==> config.mk <==
export PLATFORM = sky130hd
export DESIGN_NAME = ffe_tap_trim
export DESIGN_NICKNAME = d
export VERILOG_FILES = /design/src/rtl/ffe_tap_trim_pkg.sv /design/src/rtl/ffe_tap_elig.sv /design/src/rtl/ffe_tap_scan.sv /design/src/rtl/ffe_tap_window.sv /design/src/rtl/ffe_tap_trim.sv
export SDC_FILE = /design/constraint.sdc
export NUM_CORES = 1
export LEC_CHECK = 0
export CAP_MARGIN = 30
export CORE_AREA = 2 2 83 164
export CTS_CLUSTER_SIZE = 30
export DETAILED_ROUTE_END_ITERATION = 10
export DIE_AREA = 0 0 85 166
export DONT_BUFFER_PORTS = 1
export GPL_TIMING_DRIVEN = 1
export SLEW_MARGIN = 20
export SYNTH_ARGS = -nofsm -noshare
export SYNTH_HDL_FRONTEND = slang
export SYNTH_HIERARCHICAL = 1
export SYNTH_SLANG_ARGS = --single-unit
==> constraint.sdc <==
create_clock -name clk -period 6.9 [get_ports clk]
set_clock_uncertainty 0.2 [all_clocks]
set_input_delay 1.38 -clock clk [delete_from_list [all_inputs] [get_ports clk]]
set_output_delay 1.38 -clock clk [all_outputs]
set_load 0.1 [all_outputs]
==> src/rtl/ffe_tap_trim_pkg.sv <==
// Shared types for the tap trim controller.
// Assumes: nothing beyond the standard language.
package ffe_tap_trim_pkg;
    typedef enum logic [1:0] {
        ST_IDLE = 2'd0,
        ST_SCAN = 2'd1,
        ST_WAIT = 2'd2,
        ST_DONE = 2'd3
    } trim_state_t;
endpackage

==> src/rtl/ffe_tap_elig.sv <==
// Builds the static mask of taps that the search may switch off.
// Assumes: MAIN_IDX and FIXED_IDX are below N_TAPS.
module ffe_tap_elig #(
    parameter int N_TAPS    = 31,
    parameter int MAIN_IDX  = 6,
    parameter int FIXED_IDX = 7
) (
    output logic [N_TAPS-1:0] elig
);
    for (genvar gi = 0; gi < N_TAPS; gi++) begin : g_tap
        // Purpose: mark a tap eligible unless it is the cursor or the fixed tap.
        assign elig[gi] = (gi != MAIN_IDX) && (gi != FIXED_IDX);
    end
endmodule

==> src/rtl/ffe_tap_scan.sv <==
// Sequential minimum search: visits one tap per cycle for N_TAPS cycles and
// reports the lowest-index tap of smallest magnitude among the candidates.
// Assumes: cand and mags are held steady for the whole scan.
module ffe_tap_scan #(
    parameter int N_TAPS = 31,
    parameter int MAG_W  = 8,
    localparam int IDX_W = $clog2(N_TAPS)
) (
    input  logic                    clk,
    input  logic                    rst_n,
    input  logic                    go,
    input  logic [N_TAPS-1:0]       cand,
    input  logic [N_TAPS*MAG_W-1:0] mags,
    output logic                    fin,
    output logic                    found,
    output logic [IDX_W-1:0]        best_idx
);
    localparam logic [IDX_W-1:0] LAST = IDX_W'(N_TAPS - 1);

    logic             active_q;
    logic [IDX_W-1:0] idx_q;
    logic             found_q;
    logic [MAG_W-1:0] best_mag_q;
    logic [IDX_W-1:0] best_idx_q;
    logic [MAG_W-1:0] cur_mag;
    logic             take;

    // Purpose: compare the visited tap against the running best.
    always_comb begin
        cur_mag  = mags[int'(idx_q)*MAG_W +: MAG_W];
        take     = active_q && cand[idx_q] && (!found_q || (cur_mag < best_mag_q));
        found    = found_q || (active_q && cand[idx_q]);
        best_idx = take ? idx_q : best_idx_q;
        fin      = active_q && (idx_q == LAST);
    end

    // Purpose: step the scan index and hold the running minimum.
    always_ff @(posedge clk) begin
        if (!rst_n) begin
            active_q   <= 1'b0;
            idx_q      <= '0;
            found_q    <= 1'b0;
            best_mag_q <= '0;
            best_idx_q <= '0;
        end else if (go) begin
            active_q   <= 1'b1;
            idx_q      <= '0;
            found_q    <= 1'b0;
            best_mag_q <= '0;
            best_idx_q <= '0;
        end else if (active_q) begin
            found_q <= found;
            if (take) begin
                best_mag_q <= cur_mag;
                best_idx_q <= idx_q;
            end
            if (idx_q == LAST) active_q <= 1'b0;
            else               idx_q    <= idx_q + 1'b1;
        end
    end
endmodule

==> src/rtl/ffe_tap_window.sv <==
// Counts evaluation ticks while enabled and flags the final tick of a window.
// Assumes: en drops for at least one cycle between windows.
module ffe_tap_window #(
    parameter int EVAL_TICKS = 10,
    localparam int CNT_W = $clog2(EVAL_TICKS + 1)
) (
    input  logic clk,
    input  logic rst_n,
    input  logic en,
    input  logic tick,
    output logic win_end
);
    logic [CNT_W-1:0] cnt_q;

    // Purpose: flag the tick that completes the window.
    assign win_end = en && tick && (cnt_q == CNT_W'(EVAL_TICKS - 1));

    // Purpose: count ticks inside a window, clear outside it.
    always_ff @(posedge clk) begin
        if (!rst_n || !en) cnt_q <= '0;
        else if (tick && !win_end) cnt_q <= cnt_q + 1'b1;
    end
endmodule

==> src/rtl/ffe_tap_trim.sv <==
// Top of the greedy tap trim controller: drives the enable mask through
// scan, wait and verdict steps, and rolls back the last tap on a failed margin.
// Assumes: tap_mag is steady during a search; eval_tick is a one-cycle pulse.
module ffe_tap_trim
    import ffe_tap_trim_pkg::*;
#(
    parameter int N_TAPS     = 31,
    parameter int MAG_W      = 8,
    parameter int MAIN_IDX   = 6,
    parameter int FIXED_IDX  = 7,
    parameter int EVAL_TICKS = 10
) (
    input  logic                    clk,
    input  logic                    rst_n,
    input  logic                    start,
    input  logic [N_TAPS*MAG_W-1:0] tap_mag,
    input  logic                    eval_tick,
    input  logic                    margin_ok,
    output logic [N_TAPS-1:0]       tap_en,
    output logic                    done,
    output logic                    busy
);
    localparam int IDX_W = $clog2(N_TAPS);

    trim_state_t      st_q;
    logic [IDX_W-1:0] last_q;
    logic [N_TAPS-1:0] elig;
    logic             scan_go;
    logic             scan_fin;
    logic             scan_found;
    logic [IDX_W-1:0] scan_idx;
    logic             win_end;
    logic             launch;

    ffe_tap_elig #(.N_TAPS(N_TAPS), .MAIN_IDX(MAIN_IDX), .FIXED_IDX(FIXED_IDX))
        u_elig (.elig(elig));

    ffe_tap_scan #(.N_TAPS(N_TAPS), .MAG_W(MAG_W)) u_scan (
        .clk(clk), .rst_n(rst_n), .go(scan_go), .cand(tap_en & elig),
        .mags(tap_mag), .fin(scan_fin), .found(scan_found), .best_idx(scan_idx)
    );

    ffe_tap_window #(.EVAL_TICKS(EVAL_TICKS)) u_win (
        .clk(clk), .rst_n(rst_n), .en(st_q == ST_WAIT), .tick(eval_tick),
        .win_end(win_end)
    );

    // Purpose: decode status flags and the scan launch condition.
    always_comb begin
        busy    = (st_q == ST_SCAN) || (st_q == ST_WAIT);
        done    = (st_q == ST_DONE);
        launch  = start && !busy;
        scan_go = launch || ((st_q == ST_WAIT) && win_end && margin_ok);
    end

    // Purpose: search state machine and enable mask register.
    always_ff @(posedge clk) begin
        if (!rst_n) begin
            st_q   <= ST_IDLE;
            tap_en <= '1;
            last_q <= '0;
        end else begin
            case (st_q)
                ST_IDLE, ST_DONE: begin
                    if (launch) begin
                        tap_en <= '1;
                        st_q   <= ST_SCAN;
                    end
                end
                ST_SCAN: begin
                    if (scan_fin) begin
                        if (scan_found) begin
                            tap_en[scan_idx] <= 1'b0;
                            last_q           <= scan_idx;
                            st_q             <= ST_WAIT;
                        end else begin
                            st_q <= ST_DONE;
                        end
                    end
                end
                ST_WAIT: begin
                    if (win_end) begin
                        if (margin_ok) begin
                            st_q <= ST_SCAN;
                        end else begin
                            tap_en[last_q] <= 1'b1;
                            st_q           <= ST_DONE;
                        end
                    end
                end
                default: st_q <= ST_IDLE;
            endcase
        end
    end
endmodule

Word level (Yosys, flattened, before mapping)

Index checks and enable logic that the tools add are counted.

Bits in registers: 62
Bits in latches: 0
Memory bits (writable): 0
Memory bits (read-only): 0
Input bits: 253
Output and inout bits: 33
Word-level logic and storage cells: 84
Memories kept: 0

Add/subtract/negate cells: 2
Multiply operators: 0
Divide/modulo/power cells: 0
Magnitude comparators: 6
Equality and inequality tests: 10
Shift operators: 1
Mux-type cells: 22
Bitwise logic cells: 5
Reduce and logical (&&, ||, !) cells: 29

Operator list:

| kind                                                               | number |
|---|---|
| variable part select 248 x 9 -> 8 bit                              | 1 |
| two-way mux 31 bit                                                 | 5 |
| case mux 31 bit (3 select lines)                                   | 1 |
| bitwise AND 31 bit                                                 | 1 |
| NOT 31 bit                                                         | 1 |
| OR 31 bit                                                          | 1 |
| < comparator 5 x 6 -> 1 bit (second input constant)                | 3 |
| logical AND 1 bit                                                  | 11 |
| demux 1 bit (select 5 bit)                                         | 2 |
| greater-or-equal comparator 5 x 1 -> 1 bit (second input constant) | 2 |
| != test 2 bit (second input constant)                              | 5 |
| < comparator 8 bit                                                 | 1 |
| two-way mux 2 bit                                                  | 4 |
| two-way mux 1 bit                                                  | 7 |
| case mux 2 bit (3 select lines)                                    | 1 |
| AND reduction 3 bit                                                | 2 |
| adder 5 x 1 -> 5 bit (second input constant)                       | 1 |
| binary-select mux 1 bit (select 5 bit)                             | 1 |
| equality test 5 bit (second input constant)                        | 1 |
| logical NOT 1 bit                                                  | 5 |
| logical OR 1 bit                                                   | 5 |
| two-way mux 5 bit                                                  | 1 |
| AND reduction 5 bit                                                | 1 |
| adder 4 x 1 -> 4 bit (second input constant)                       | 1 |
| 7 further kinds                                                    | 11 |

Depth between registers and ports, before layout

Gate-level depths: netlist of the first run.

Word-level depth: 14
Gate-level depth with buffers: 20

Hierarchy

The synthesis of the first run kept the hierarchy.

By module, submodules not included:

| module         | instances | cells each | area an instance (um^2) | sequential area each (um^2) |
|---|---|---|---|---|
| ffe_tap_scan   | 1         | 294        | 3478.3                  | 400.4 |
| ffe_tap_trim   | 1         | 308        | 2353.5                  | 760.7 |
| ffe_tap_elig   | 1         | 33         | 240.2                   | 0.0 |
| ffe_tap_window | 1         | 24         | 217.7                   | 80.1 |

Worst setup path before layout of the first run

No wires, ideal clock.

Path kind: input to register
Start: in tap_mag[218]
End: reg tap_en[3]
Arrival time: 4.841 ns
Data required time: 6.559 ns
Setup slack: 1.717 ns
Stages on the path: 15
Buffers on the path: 1
Cell sequence: mux4_2 > mux4_2 > mux2_2 > ha_1 > o21a_1 > o21a_1 > nand4_1 > a41oi_1 > a21o_1 > buf_6 > mux2_4 > nor3_1 > a21oi_1 > a311oi_1 > o211ai_1

Longest elaborated chain between the ends: 14

Ends and longest elaborated chain:

| what                                                                                                                   | line               | source |
|---|---|---|
| start, declared                                                                                                        | ffe_tap_trim.sv:16 | `input logic [N_TAPS*MAG_W-1:0] tap_mag,` |
| variable part select 248 x 9 -> 8 bit (*)                                                                              | ffe_tap_scan.sv:30 | `cur_mag = mags[int'(idx_q)*MAG_W +: MAG_W];` |
| net u_scan.cur_mag[2]                                                                                                  | ffe_tap_scan.sv:25 | `logic [MAG_W-1:0] cur_mag;` |
| < comparator 8 bit (*)                                                                                                 | ffe_tap_scan.sv:31 | `take = active_q && cand[idx_q] && (!found_q \|\| (cur_mag < best_mag_q));` |
| logical OR 1 bit (*)                                                                                                   | ffe_tap_scan.sv:31 |  |
| logical AND 1 bit (*)                                                                                                  | ffe_tap_scan.sv:31 |  |
| two-way mux 5 bit (*)                                                                                                  | --                 |  |
| net scan_idx[2]                                                                                                        | ffe_tap_trim.sv:31 | `logic [IDX_W-1:0] scan_idx;` |
| < comparator 5 x 6 -> 1 bit (implied by the code) / greater-or-equal comparator 5 x 1 -> 1 bit (equally long branches) | ffe_tap_trim.sv:73 | `tap_en[scan_idx] <= 1'b0;` |
| logical AND 1 bit (implied by the code)                                                                                | ffe_tap_trim.sv:73 |  |
| two-way mux 1 bit (implied by the code)                                                                                | ffe_tap_trim.sv:73 |  |
| demux 1 bit (select 5 bit) (*)                                                                                         | ffe_tap_trim.sv:73 |  |
| NOT 31 bit (no line) (*)                                                                                               | --                 |  |
| bitwise AND 31 bit (no line) (*)                                                                                       | --                 |  |
| two-way mux 31 bit (*)                                                                                                 | ffe_tap_trim.sv:72 | `if (scan_found) begin` |
| two-way mux 31 bit (*)                                                                                                 | ffe_tap_trim.sv:71 | `if (scan_fin) begin` |
| case mux 31 bit (3 select lines) (*)                                                                                   | ffe_tap_trim.sv:63 | `case (st_q)` |
| end signal, assigned                                                                                                   | ffe_tap_trim.sv:60 | `tap_en <= '1;` |
| end signal, assigned                                                                                                   | ffe_tap_trim.sv:66 | `tap_en <= '1;` |
| end signal, assigned by index                                                                                          | ffe_tap_trim.sv:73 |  |
| end, declared                                                                                                          | ffe_tap_trim.sv:19 | `output logic [N_TAPS-1:0] tap_en,` |

Mark *: on every way through the listed nets, which the timed path passes. The rest lies on a longest branch. The select of a mux whose other input is x is not followed.
A chain may end at the register's enable or synchronous reset.

Worst setup path after layout of the first run

Start: reg u_scan.idx_q[1]
End: reg tap_en[12]

Longest elaborated chain between the ends: 14

Ends and longest elaborated chain:

| what                                                                                                                   | line               | source |
|---|---|---|
| start, declared                                                                                                        | ffe_tap_scan.sv:21 | `logic [IDX_W-1:0] idx_q;` |
| start signal, assigned                                                                                                 | ffe_tap_scan.sv:58 | `else idx_q <= idx_q + 1'b1;` |
| variable part select 248 x 9 -> 8 bit (*)                                                                              | ffe_tap_scan.sv:30 |  |
| net u_scan.cur_mag[4]                                                                                                  | ffe_tap_scan.sv:25 |  |
| < comparator 8 bit (*)                                                                                                 | ffe_tap_scan.sv:31 |  |
| logical OR 1 bit (*)                                                                                                   | ffe_tap_scan.sv:31 |  |
| logical AND 1 bit (*)                                                                                                  | ffe_tap_scan.sv:31 |  |
| two-way mux 5 bit (*)                                                                                                  | --                 |  |
| net scan_idx[0]                                                                                                        | ffe_tap_trim.sv:31 |  |
| < comparator 5 x 6 -> 1 bit (implied by the code) / greater-or-equal comparator 5 x 1 -> 1 bit (equally long branches) | ffe_tap_trim.sv:73 |  |
| logical AND 1 bit (implied by the code)                                                                                | ffe_tap_trim.sv:73 |  |
| two-way mux 1 bit (implied by the code)                                                                                | ffe_tap_trim.sv:73 |  |
| demux 1 bit (select 5 bit) (*)                                                                                         | ffe_tap_trim.sv:73 |  |
| NOT 31 bit (no line) (*)                                                                                               | --                 |  |
| bitwise AND 31 bit (no line) (*)                                                                                       | --                 |  |
| two-way mux 31 bit (*)                                                                                                 | ffe_tap_trim.sv:72 |  |
| two-way mux 31 bit (*)                                                                                                 | ffe_tap_trim.sv:71 |  |
| case mux 31 bit (3 select lines) (*)                                                                                   | ffe_tap_trim.sv:63 |  |

Marks and branches as above.

==> impl_metrics.env, run 1 <==
export IMPL_status="finished, final reports clean"
export IMPL_numPortBuffers=0
export IMPL_maxSlewHeadroom_pct=33.5
export IMPL_synth_seq_cells=62
export IMPL_cpMaxStageDelayCell="dfxtp_4"
export IMPL_dr_pass1_iters=5
export IMPL_h_tree_depth=3
export IMPL_rsz0062_at_grt="no"
export IMPL_layout_commonest_cell="a21oi_1"
export IMPL_detail_route_antenna_nets=0
export IMPL_synthArstFlopShare_pct=0
export IMPL_grt_pass1_vias=5669
export IMPL_post_route_period_util_pct=85.8
export IMPL_max_freq_mhz=169
export IMPL_synth_area_mm2=0.00629
export IMPL_overflow=0
export IMPL_start_util_pct=48.7
export IMPL_worst_path_max_fanout=76
export IMPL_drive_gt1_share_pct=25.0
export IMPL_cts_resized=0
export IMPL_placeableCoreArea_mm2=0.0129
export IMPL_die_area_mm2=0.0141
export IMPL_synth_edff_count=0
export IMPL_p_leak_nw=2.78
export IMPL_path_class="reg -> reg"
export IMPL_dr_first_iter_drc_count=351
export IMPL_synth_ff_type="dfxtp_1"
export IMPL_grt_pass1_wl_mm=33.4
export IMPL_peakVddDrop_mv=0.216
export IMPL_gr_usage_all_layers_pct=31.1
export IMPL_fin_cells=850
export IMPL_die_w_um=85
export IMPL_maxSlewViolCount=0
export IMPL_final_hold_viol_count=0
export IMPL_tightestPinTransition_ps=999
export IMPL_ys_seq_area_share_pct=19.7
export IMPL_fin_setup_tns_ps=0
export IMPL_cp_required_ps=6890
export IMPL_synth_distinct_cells=64
export IMPL_yosys_warnings=6
export IMPL_fin_ws_ps=981
export IMPL_cts_tree="built"
export IMPL_path_delay_family="multiplexers"
export IMPL_ios=286
export IMPL_post_dp_hpwl_mm=17.7
export IMPL_cp_arrival_ps=5910
export IMPL_nFillCells=1059
export IMPL_vias=5669
export IMPL_synthCells=659
export IMPL_layout_min_cycle_time_ps=5920
export IMPL_cts_buffers_inserted=9
export IMPL_syn2layout_area_growth_pct=19.0
export IMPL_grt_max_degree=77
export IMPL_cp_start_kind="register"
export IMPL_wl_mm=22.9
export IMPL_post_drt_wl_per_cell_um=26.9
export IMPL_path_buf_inv=1
export IMPL_final_nets=953
export IMPL_clkLatencyLatePin_ps=340
export IMPL_fin_util_pct=57.9
export IMPL_gp_congestion=0.928
export IMPL_mostFrequentLayoutCells="a21oi_1, nand2_1, mux4_2"
export IMPL_finalSetupViolCount=0
export IMPL_hold_path_class="reg -> reg"
export IMPL_cts_root_buf="clkbuf_16"
export IMPL_avgSynthCellArea_um2=9.54
export IMPL_post_cts_setup_buffers=0
export IMPL_antenna_found_initial=7
export IMPL_cts_sinks=62
export IMPL_path_clk_slew_ps=60
export IMPL_rows=59
export IMPL_clock_path_buffers=2
export IMPL_drv_cap=0
export IMPL_hold_buffers=0
export IMPL_dpl_worst_slack_ps=916
export IMPL_crit_chain="buf_4, mux4_2, mux4_2, mux2_2, ha_1, and3_1, nand4_1, a41oi_1, a21o_1, mux2_4, nor3_2, a21oi_1, a21oi_1, o211ai_1"
export IMPL_dp_cells=807
export IMPL_fin_hold_ws_ps=259
export IMPL_cp_end_kind="register"
export IMPL_slowest_delay_ps=970
export IMPL_die_h_um=166
export IMPL_power_density_mw_per_mm2=259
export IMPL_via_per_inst=6.67
export IMPL_route_detailed_drc=0
[cells in the mapped netlist (all sizes together) (2+ instances only)]
cell type	n	area share, %
a21o	3	0.36
a21oi	83	6.8
a221oi	3	0.52
a311oi	7	0.97
a31oi	5	0.50
and2	35	3.5
and3	3	0.32
and3b	5	0.76
buf	68	7.1
clkbuf	17	1.0
conb	2	0.12
dfxtp	62	20
ha	14	2.8
inv	16	0.95
mux2	17	3.3
mux2i	34	5.4
mux4	73	26
nand2	76	4.5
nand2b	9	0.90
nand3	10	0.95
nand3b	8	0.95
nand4	6	0.60
nand4b	2	0.38
nor2	18	1.1
nor2b	9	0.90
nor3	4	0.40
nor3b	8	1.6
o211a	2	0.32
o211ai	33	3.9
o21a	3	0.36
o21ai	7	0.56
xor2	3	0.42
[sequential cells by signal, indices dropped and copies added, names as in the netlist]
name	flops
tap_en	31
u_scan/best_mag_q	8
last_q	5
u_scan/best_idx_q	5
u_scan/idx_q	5
u_win/cnt_q	4
st_q	2
u_scan/active_q	1
u_scan/found_q	1
[worst paths after layout]
kind	start	to	slack (ps)	cells past startpoint
max	u_scan/idx_q[1]	tap_en[12]	980	14
min	u_scan/best_idx_q[4]	u_scan/best_idx_q[4]	260	2
max reg2reg	u_scan/idx_q[1]	tap_en[12]	980	14
min reg2reg	u_scan/best_idx_q[4]	u_scan/best_idx_q[4]	260	2
[cell families after synthesis]
family          share of synthesized area, %
fa+ha+maj                               2.78
simple gates                            17.4
mux                                     34.8
xor+xnor                               0.557
other cells                            0.119
compound gates                          15.4
buf+inv                                 9.11
flops                                   19.7
[per-stage QoR]
stage               total power [mW]  cell area [µm²]
floorplan                       1.11             6400
detailed placement              1.38             6830
finish                          1.94             7480
CTS                             1.86             7140
global placement                1.19             6170
global route                    2.01             7470
[area by class of cell]
type	count	area (µm²)	area share [%]
antenna	7	17.5	0.234
clock buffer	10	239	3.19
clock inverter	6	68.8	0.919
inverter	16	60.1	0.802
multi-input combinational	525	4580	61.3
sequential	62	1250	16.7
tap	152	190	2.54
timing repair buffer	72	1070	14.4
[power breakdown]
group          total (mW)  internal [mW]  switching [mW]
Combinational       0.984          0.418           0.565
Clock               0.474          0.291           0.183
Sequential          0.481          0.403          0.0782
Total                1.94           1.11           0.826
[worst reg2reg max path, delay by kind of cell, from the launching register on]
| family | cells | cell delay [ps] |
|---|---|---|
| AND/OR/NAND/NOR | 3 | 910 |
| buffers and inverters | 1 | 420 |
| AO/OA/AOI/OAI | 5 | 1380 |
| flip-flops | 1 | 970 |
| multiplexers | 4 | 1590 |
| adder cells (fa/ha/maj) | 1 | 300 |
[per-layer routing]
layer,global-route usage [%],share of wire [%],vias to the layer above
li1,-,-,2503
met1,34.3,34,2714
met2,55.2,53,396
met3,9.15,11,50
met4,11.5,3.0,6
met5,0,0.18,-
(Power assumes the default switching activity.)
==> run 2, diff against run 1 <==
CAP_MARGIN = 10   (was 30)
CTS_BUF_LIST = sky130_fd_sc_hd__clkbuf_2   (was not set)
TNS_END_PERCENT = 10   (was not set)
==> run 2 against run 1 <==
- combinational power down 51%
- count of clock-buffer cells in the layout down 1
- non-clock buffer count down 59
- cell count down 7.1%
- critical path depth unchanged
- utilization down 8.9 points
- wire length down 3.9%
- setup slack better by 120 ps
- die area unchanged
- first-iteration DRC count up 9.1%
- fmax up 2.0%
- sequential power up 51%
- critical path type unchanged
- largest power group is now sequential cells
==> impl_metrics.env, run 2 (synthesized netlist as in run 1, its figures left out) <==
export IMPL_mostFrequentLayoutCells="a21oi_1, nand2_1, mux4_2"
export IMPL_cp_arrival_ps=6020
export IMPL_tightestPinTransition_ps=1100
export IMPL_path_clk_slew_ps=210
export IMPL_die_w_um=85
export IMPL_die_area_mm2=0.0141
export IMPL_maxSlewViolCount=0
export IMPL_cts_root_buf="clkbuf_2"
export IMPL_cts_resized=0
export IMPL_nFillCells=1210
export IMPL_clkPwrFrac_pct=16.7
export IMPL_cpMaxStageDelayCell="dfxtp_4"
export IMPL_rows=59
export IMPL_multi_input_area_mm2=0.00458
export IMPL_fin_setup_tns_ps=0
export IMPL_combPwrFrac_pct=33.1
export IMPL_worst_path_max_fanout=76
export IMPL_placeableCoreArea_mm2=0.0129
export IMPL_cp_start_kind="register"
export IMPL_cp_required_ps=7120
export IMPL_gr_usage_all_layers_pct=30.0
export IMPL_regArea_mm2=0.00125
export IMPL_hold_path_class="reg -> reg"
export IMPL_internal_power_uw=704
export IMPL_vias=5421
export IMPL_cp_end_kind="register"
export IMPL_gp_congestion=0.928
export IMPL_maxSlewHeadroom_pct=26.5
export IMPL_dr_pass1_iters=7
export IMPL_post_drt_wl_per_cell_um=27.8
export IMPL_path_class="reg -> reg"
export IMPL_h_tree_depth=3
export IMPL_cts_buffers_inserted=9
export IMPL_cts_sinks=62
export IMPL_antenna_found_initial=11
export IMPL_grt_pass1_wl_mm=32.3
export IMPL_numPortBuffers=0
export IMPL_ios=286
export IMPL_p_leak_nw=2.26
export IMPL_regMostFlops="tap_en"
export IMPL_layout_min_cycle_time_ps=5800
export IMPL_syn2layout_area_growth_pct=0.716
export IMPL_finalSetupViolCount=0
export IMPL_fin_hold_ws_ps=274
export IMPL_clock_path_buffers=2
export IMPL_start_util_pct=48.7
export IMPL_crit_path_frequent_cell="mux4_2"
export IMPL_final_nets=894
export IMPL_swShare_pct=51.3
export IMPL_reg_top3="tap_en (31), u_scan/best_mag_q (8)"
export IMPL_cts_tree="built"
export IMPL_via_per_inst=6.86
export IMPL_p_switching_uw=741
export IMPL_power_density_mw_per_mm2=228
export IMPL_layout_commonest_cell="a21oi_1"
export IMPL_peakVddDrop_mv=0.218
export IMPL_grt_max_degree=77
export IMPL_status="finished, final reports clean"
export IMPL_post_cts_setup_buffers=0
export IMPL_wl_mm=22.0
export IMPL_hold_buffers=0
export IMPL_final_hold_viol_count=0
export IMPL_dr_first_iter_drc_count=383
export IMPL_pwr_share_seq_pct=50.3
export IMPL_post_dp_hpwl_mm=17.2
export IMPL_crit_chain="buf_4, mux4_2, mux4_2, mux2_2, ha_1, and3_1, nand4_1, a41oi_1, a21o_1, mux2_4, and2_0, a21oi_1, a311oi_1, o211ai_1"
export IMPL_slowest_delay_ps=1010
export IMPL_rsz0062_at_grt="no"
export IMPL_max_freq_mhz=172
export IMPL_drv_cap=0
export IMPL_overflow=0
export IMPL_detail_route_antenna_nets=0
export IMPL_grt_pass1_vias=5332
export IMPL_post_route_period_util_pct=84.1
export IMPL_route_detailed_drc=0
export IMPL_largest_reg_flops=31
export IMPL_die_h_um=166
export IMPL_clkLatencyLatePin_ps=530
export IMPL_drive_gt1_share_pct=22.0
[run 2: routing by layer]
layer | global-route usage (%) | up-vias | wire, µm | part of all wire (%)
li1 | - | 2370 | - | -
met1 | 33.2 | 2626 | 7260 | 33
met2 | 53.9 | 370 | 11500 | 52
met3 | 9.84 | 45 | 2590 | 12
met4 | 8.49 | 10 | 524 | 2.4
met5 | 0 | - | 67 | 0.30
[run 2: final cells by class]
type	instances	share of cell area, %
multi-input cells	525	72.4
flip-flops and latches	62	19.7
well taps	152	3.00
repair buffers	13	1.86
clock inverters	7	1.15
inverters	16	0.948
clock buffers	9	0.711
diodes	6	0.237
[run 2: final timing paths]
kind | startpoint | to | slack (ps) | depth (start not counted)
setup / recovery | u_scan/idx_q[1] | tap_en[7] | 1100 | 14
hold / removal | u_scan/best_mag_q[6] | u_scan/best_mag_q[6] | 270 | 2
setup reg to reg | u_scan/idx_q[1] | tap_en[7] | 1100 | 14
hold reg to reg | u_scan/best_mag_q[6] | u_scan/best_mag_q[6] | 270 | 2
[run 2: power by group through the flow]
| stage | registers, mW | logic (mW) | clock network, mW |
|---|---|---|---|
| 6_report | 0.727 | 0.478 | 0.241 |
| 5_1_grt | 0.736 | 0.516 | 0.262 |
| 4_1_cts | 0.739 | 0.458 | 0.246 |
| 3_5_place_dp | 0.747 | 0.455 | 0 |
| 3_3_place_gp | 0.745 | 0.447 | 0 |
| 2_1_floorplan | 0.718 | 0.396 | 0 |
[run 2: worst max-delay path: cells and delay by family (launching register included)]
| kind | cells | cell delay [ps] |
|---|---|---|
| buf+inv | 1 | 380 |
| mux | 4 | 1480 |
| compound gates | 5 | 1550 |
| simple gates | 3 | 740 |
| fa+ha+maj | 1 | 300 |
| flops | 1 | 1010 |
[run 2: metrics by stage]
step | power, mW | utilization [%] | std cells | instance area [µm²] | worst slack [ps]
after global routing | 1.51 | 48.9 | 785 | 6320 | 879
after floorplan | 1.11 | - | 688 | 6400 | 1720
after global placement | 1.19 | 47.8 | 767 | 6170 | 1010
final | 1.44 | 49.0 | 790 | 6330 | 1100
after CTS | 1.44 | 48.7 | 783 | 6290 | 921
after detailed placement | 1.20 | 47.8 | 767 | 6170 | 942
